===== config.mk =====
export PLATFORM = sky130hd
export DESIGN_NAME = dcm_timer
export DESIGN_NICKNAME = d
export VERILOG_FILES = /design/src/rtl/dcm_pkg.sv /design/src/rtl/dcm_prescaler.sv /design/src/rtl/dcm_channel.sv /design/src/rtl/dcm_timer.sv
export SDC_FILE = /design/constraint.sdc
export NUM_CORES = 1
export LEC_CHECK = 0
export BUFFER_PORTS_ARGS = -buffer_cell sky130_fd_sc_hd__buf_2
export CORE_UTILIZATION = 30
export CTS_CLUSTER_DIAMETER = 60
export CTS_CLUSTER_SIZE = 40
export DETAILED_ROUTE_END_ITERATION = 7
export PLACE_DENSITY = 0.5
export SKIP_LAST_GASP = 1
export SYNTH_ARGS = -nofsm -noshare
export SYNTH_HDL_FRONTEND = slang
export SYNTH_SLANG_ARGS = --single-unit

===== constraint.sdc =====
create_clock -name clk -period 4.4 [get_ports clk]
set_clock_uncertainty 0.2 [all_clocks]
set_input_delay 1.32 -clock clk [delete_from_list [all_inputs] [get_ports clk]]
set_output_delay 1.32 -clock clk [all_outputs]
set_load 0.05 [all_outputs]

===== src/rtl/dcm_pkg.sv =====
`timescale 1ns/1ps
package dcm_pkg;

    localparam int CKS_W         = 2;
    localparam int DIV_BASE_LOG2 = 3;
    localparam int DIV_STEP_LOG2 = 2;
    localparam int PRE_W         = DIV_BASE_LOG2 + DIV_STEP_LOG2 * ((1 << CKS_W) - 1);
    localparam int REG_W         = 16;
    localparam int IE_BIT        = 6;
    localparam int CH_SPAN_LOG2  = 3;
    localparam int CH0_SHIFT     = 2;

    typedef struct packed {
        logic             ie;
        logic [CKS_W-1:0] cks;
    } ctrl_t;

    typedef enum logic [2:0] {
        SEL_NONE,
        SEL_START,
        SEL_CTRL,
        SEL_CNT,
        SEL_CMP
    } reg_sel_e;

    function automatic logic [PRE_W-1:0] div_limit(input logic [CKS_W-1:0] cks);
        int unsigned sh;
        sh = DIV_BASE_LOG2 + DIV_STEP_LOG2 * int'(cks);
        return PRE_W'((32'd1 << sh) - 32'd1);
    endfunction

    function automatic logic [REG_W-1:0] ctrl_to_word(input ctrl_t c);
        logic [REG_W-1:0] w;
        w = '0;
        w[CKS_W-1:0] = c.cks;
        w[IE_BIT]    = c.ie;
        return w;
    endfunction

    function automatic ctrl_t word_to_ctrl(input logic [REG_W-1:0] w);
        ctrl_t c;
        c.cks = w[CKS_W-1:0];
        c.ie  = w[IE_BIT];
        return c;
    endfunction

endpackage


===== src/rtl/dcm_prescaler.sv =====
`timescale 1ns/1ps
module dcm_prescaler
    import dcm_pkg::*;
(
    input  logic             clk,
    input  logic             rst,
    input  logic             en,
    input  logic             clear,
    input  logic [CKS_W-1:0] sel,
    output logic             tick
);

    logic [PRE_W-1:0] phase_q;
    logic [CKS_W-1:0] sel_q;

    // The ratio in use is latched only at a period boundary or a restart.
    assign tick = en && !clear && (phase_q == div_limit(sel_q));

    always_ff @(posedge clk) begin
        if (rst) begin
            phase_q <= '0;
            sel_q   <= '0;
        end else if (clear) begin
            phase_q <= '0;
            sel_q   <= sel;
        end else if (tick) begin
            phase_q <= '0;
            sel_q   <= sel;
        end else if (en) begin
            phase_q <= phase_q + 1'b1;
        end
    end

endmodule


===== src/rtl/dcm_channel.sv =====
`timescale 1ns/1ps
module dcm_channel
    import dcm_pkg::*;
#(
    parameter int CNT_W = 16
) (
    input  logic             clk,
    input  logic             rst,
    input  logic             run,
    input  logic             restart,
    input  logic             ctrl_wr,
    input  logic             cnt_wr,
    input  logic             cmp_wr,
    input  logic [REG_W-1:0] wdata,
    output ctrl_t            ctrl_q,
    output logic [CNT_W-1:0] cnt_q,
    output logic [CNT_W-1:0] cmp_q,
    output logic             irq
);

    logic tick;
    logic phase_clr;
    logic at_cmp;

    assign phase_clr = restart | cnt_wr;
    assign at_cmp    = (cnt_q == cmp_q);

    dcm_prescaler u_pre (
        .clk   (clk),
        .rst   (rst),
        .en    (run),
        .clear (phase_clr),
        .sel   (ctrl_q.cks),
        .tick  (tick)
    );

    always_ff @(posedge clk) begin
        if (rst) begin
            ctrl_q <= '0;
            cmp_q  <= '1;
        end else begin
            if (ctrl_wr) ctrl_q <= word_to_ctrl(wdata);
            if (cmp_wr)  cmp_q  <= CNT_W'(wdata);
        end
    end

    always_ff @(posedge clk) begin
        if (rst) begin
            cnt_q <= '0;
            irq   <= 1'b0;
        end else begin
            irq <= tick && at_cmp && ctrl_q.ie;
            if (restart) begin
                cnt_q <= '0;
            end else if (cnt_wr) begin
                cnt_q <= CNT_W'(wdata);
            end else if (tick) begin
                cnt_q <= at_cmp ? '0 : cnt_q + 1'b1;
            end
        end
    end

endmodule


===== src/rtl/dcm_timer.sv =====
`timescale 1ns/1ps
module dcm_timer
    import dcm_pkg::*;
#(
    parameter int NUM_CH = 2,
    parameter int CNT_W  = 16,
    localparam int CH_W   = $clog2(NUM_CH),
    localparam int ADDR_W = CH_W + CH_SPAN_LOG2
) (
    input  logic              clk,
    input  logic              rst,
    input  logic              bus_wr,
    input  logic [ADDR_W-1:0] bus_addr,
    input  logic [REG_W-1:0]  bus_wdata,
    output logic [REG_W-1:0]  bus_rdata,
    output logic [NUM_CH-1:0] irq
);

    reg_sel_e                     sel;
    logic [CH_W-1:0]              ch_idx;
    logic [CH_SPAN_LOG2-1:0]      off;
    logic [NUM_CH-1:0]            run_q;
    logic [NUM_CH-1:0]            start_pulse;
    logic [NUM_CH-1:0]            clr_vec;
    logic [NUM_CH-1:0]            ie_vec;
    logic [NUM_CH-1:0][CNT_W-1:0] cnt_vec;
    logic [NUM_CH-1:0][CNT_W-1:0] cmp_vec;
    ctrl_t [NUM_CH-1:0]           ctrl_vec;
    logic                         start_wr;

    // Address decode: channel from addr/8, channel 0 offsets moved by two bytes.
    always_comb begin
        ch_idx = bus_addr[ADDR_W-1:CH_SPAN_LOG2];
        off    = bus_addr[CH_SPAN_LOG2-1:0];
        sel    = SEL_NONE;
        if (bus_addr == '0) begin
            sel = SEL_START;
        end else if (int'(ch_idx) < NUM_CH) begin
            if (ch_idx == '0) off = off - CH_SPAN_LOG2'(CH0_SHIFT);
            case (off)
                3'd0:    sel = SEL_CTRL;
                3'd2:    sel = SEL_CNT;
                3'd4:    sel = SEL_CMP;
                default: sel = SEL_NONE;
            endcase
        end
    end

    assign start_wr = bus_wr && (sel == SEL_START);

    always_ff @(posedge clk) begin
        if (rst) run_q <= '0;
        else if (start_wr) run_q <= bus_wdata[NUM_CH-1:0];
    end

    generate
        for (genvar i = 0; i < NUM_CH; i++) begin : g_ch
            logic hit;
            assign hit            = bus_wr && (ch_idx == CH_W'(i));
            assign start_pulse[i] = start_wr && bus_wdata[i] && !run_q[i];
            assign clr_vec[i]     = start_pulse[i] | (hit && sel == SEL_CNT);
            assign ie_vec[i]      = ctrl_vec[i].ie;

            dcm_channel #(.CNT_W(CNT_W)) u_ch (
                .clk     (clk),
                .rst     (rst),
                .run     (run_q[i]),
                .restart (start_pulse[i]),
                .ctrl_wr (hit && sel == SEL_CTRL),
                .cnt_wr  (hit && sel == SEL_CNT),
                .cmp_wr  (hit && sel == SEL_CMP),
                .wdata   (bus_wdata),
                .ctrl_q  (ctrl_vec[i]),
                .cnt_q   (cnt_vec[i]),
                .cmp_q   (cmp_vec[i]),
                .irq     (irq[i])
            );
        end
    endgenerate

    always_comb begin
        unique case (sel)
            SEL_START: bus_rdata = REG_W'(run_q);
            SEL_CTRL:  bus_rdata = ctrl_to_word(ctrl_vec[ch_idx]);
            SEL_CNT:   bus_rdata = REG_W'(cnt_vec[ch_idx]);
            SEL_CMP:   bus_rdata = REG_W'(cmp_vec[ch_idx]);
            default:   bus_rdata = '1;
        endcase
    end

endmodule


==> flow_metrics.tcl <==
set metrics [dict create \
    status "finished clean" \
    met3_usage 0.0345 \
    ioPinCount 41 \
    rrSetupSlack_ns 1.35 \
    grt_usage 0.190 \
    drive_gt1_frac 0.140 \
    tightest_slew_ns 0.894 \
    core_mm2 0.0187 \
    die_w_um 140 \
    cap_violations 0 \
    sw_frac_of_total 0.280 \
    drt_iter0_drc 370 \
    clock-sinks 96 \
    max_slew_margin 0.402 \
    postCtsSetupBuffers 0 \
    synthDistinctLibCells 57 \
    yosysWarnings 0 \
    num_vias 5418 \
    numCtsBuffers 9 \
    p_sw_w 0.000557 \
    wirelength_um 18400 \
    grt_busiest_layer "met2" \
    nets 788 \
    ys_top_cells_by_area "dfxtp_1 34%, nand2_1 9.0%, xnor2_1 7.1%, nand3b_1 4.7%, nor2_1 3.9%" \
    avgSynthCellArea_um2 7.71 \
    synth_fp_nets 771 \
    globalplace.congestion 0.777 \
    clk_latency_ns 0.36 \
    power.density_mw_per_mm2 304 \
    drtAntennaViolNets 0 \
    clk_pin_slew_ns 0.07 \
    via_per_inst 5.44 \
    synth-seq-cells 96 \
    design_area_mm2 0.00654 \
    synth_top_area_frac 0.337 \
    clock_path_buffers 2 \
    met1_usage 0.246 \
    peakVddDrop_mv 0.191 \
    antenna_found_initial 0 \
    synth_largest_area_cell "dfxtp_1" \
    drv_slew 0 \
    worstPathMaxFanout 7 \
    grt_pass1_wl_um 28900 \
    synth_edf_count 0 \
    final.period_utilization 0.997 \
    rsz0062_at_grt "true" \
    fillerInstances 1982 \
    crit_type "in -> out" \
    die_h_um 140 \
    numPortBuffers 40 \
    hp-class "reg -> reg" \
    num_rows 50 \
    grt_max_degree 41 \
    placed_area_mm2 0.00615 \
    power_frac_seq 0.456 \
    die_area_mm2 0.0196 \
    arrival_ns 2.87 \
    p_comb_frac 0.123 \
    synthCells 740 \
    cts_hold_buf 0 \
    diodes 0 \
    p_int_w 0.00143 \
    hold-worst-slack_ns 0.303 \
    root_buffer "clkbuf_16" \
    leakage_nw 2.41 \
    power_frac_clock 0.421 \
    drc 0 \
    hpwl_um 13500 \
    max_freq_mhz 228 \
    critPathLaunchType "input pin" \
    end_kind "output pin" \
    setup_viol 0 \
    ys_seq_area_frac 0.337 \
    cts_tree "built" \
    htree_levels 3 \
    ys.flop_type "dfxtp_1" \
    critPathRequiredTime_ns 2.88 \
    synth_area_mm2 0.00571 \
    async_flop_share 0 \
    hold_viol 0 \
    first_pass_iters 5 \
    grt_pass1_vias 5047 \
    start_util 0.305 \
    detail_route.wl_per_cell_um 18.5 \
    syn_to_final_growth_pct 14.7 \
    grt.met2_usage 0.322 \
    final_cells 996 \
    dp.cells 979 \
    grt_overflow 0 \
    min_period_ns 4.39 \
]
==> worst max-delay path, stage by stage <==
cell and delay, ns:
buf_2 0.13, buf_4 0.17, xnor2_4 0.18, nor3b_2 0.08
clkbuf_4 0.20, a22o_1 0.20, a221o_2 0.39, buf_4 0.19
==> cell usage after synthesis (all sizes together), types with 5 or more instances <==
cell type,instances
a22o,14
or3,5
xnor2,46
dfxtp,96
nor3,12
buf,10
ha,8
a221oi,8
and3,11
inv,5
nor4,6
clkbuf,46
nand2,137
a21oi,35
o211ai,5
a221o,13
a31oi,8
xor2,12
nand3b,36
nor2b,7
a22oi,9
a2111oi,6
nor2,60
nand3,31
nand4,22
mux2i,11
o21ai,41
==> power groups by stage <==
stage	sequential (W)	clock (W)	combinational (W)
after detailed placement	0.000927	0	0.000233
after global routing	0.000909	0.000898	0.000263
final	0.000907	0.000839	0.000244
after global placement	0.000928	0	0.000233
after CTS	0.000906	0.000864	0.000236
after floorplan	0.000913	0	0.000164
==> path summary, 6_finish.rpt <==
kind                                             from                            endpoint  cells past startpoint
max                                       bus_addr[3]                        bus_rdata[5]                      8
min                g_ch[0].u_ch.cmp_q[4]$_SDFFE_PP1P_  g_ch[0].u_ch.cmp_q[4]$_SDFFE_PP1P_                      2
max reg2reg  g_ch[0].u_ch.u_pre.sel_q[0]$_SDFFE_PP0P_  g_ch[0].u_ch.cnt_q[7]$_SDFFE_PP0P_                      9
min reg2reg        g_ch[0].u_ch.cmp_q[4]$_SDFFE_PP1P_  g_ch[0].u_ch.cmp_q[4]$_SDFFE_PP1P_                      2
==> registers in the layout, indices dropped and copies added (netlist names) <==
signal,flops
run_q,2
g_ch.u_ch.ctrl_q,6
g_ch.u_ch.cmp_q,32
g_ch.u_ch.u_pre.phase_q,18
g_ch.u_ch.u_pre.sel_q,4
g_ch.u_ch.cnt_q,32
g_ch.u_ch.irq,2
==> cells in the final DEF, fill, tap and decap left out, types with 9 or more instances in the layout <==
master     count
a21oi_1       35
a221o_2       10
a22o_1        14
a22oi_1        9
and3_1        11
buf_2         29
buf_4         29
clkbuf_16      9
dfxtp_1       96
mux2i_1       11
nand2_1      137
nand3_1       31
nand3b_1      36
nand4_1       22
nor2_1        57
nor3_1        11
o21ai_0       38
xnor2_1       45
xor2_1        12
==> metal layers <==
metal | part of all wire | up-vias
li1 | - | 2682
met1 | 0.45 | 2597
met2 | 0.49 | 123
met3 | 0.043 | 16
met4 | 0.015 | 0
met5 | 0 | -
==> repair_timing <==
item,in CTS,in global routing
hold endpoints to repair,0,0
endpoints found under the setup margin,15,13
resized for setup,6,23
gates cloned,0,1
pin swaps,0,0
==> cell type report <==
type,instances,area [µm²],share of cell area
Tap cell,234,293,0.0447
Clock buffer,10,239,0.0365
Clock inverter,6,72.6,0.0111
Multi-Input combinational cell,583,3590,0.549
Inverter,5,18.8,0.00287
Sequential cell,96,1920,0.294
Timing Repair Buffer,62,404,0.0618
==> metrics by stage <==
| stage | TNS [ns] | utilization | setup slack (ns) | power (W) |
|---|---|---|---|---|
| floorplan | 0 | - | 0.0598 | 0.00108 |
| global placement | -4.54 | 0.329 | -0.390 | 0.00116 |
| detailed placement | -4.36 | 0.329 | -0.370 | 0.00116 |
| CTS | -0.00174 | 0.347 | -0.00174 | 0.00201 |
| global route | -0.0354 | 0.350 | -0.0115 | 0.00207 |
| finish | 0 | 0.350 | 0.0136 | 0.00199 |
==> logic make-up (layout without fill, tap and decap cells) <==
family                   count (synthesis)  after routing  synth area share
multiplexers                            15             15            0.0292
AND/OR/NAND/NOR                        345            345             0.296
XOR/XNOR                                58             58            0.0890
AO/OA/AOI/OAI                          157            157             0.188
buffers and inverters                   61             83            0.0439
adder cells (fa/ha/maj)                  8              8            0.0175
flip-flops                              96             96             0.337
Note: power is estimated with default switching activity, not from simulation.
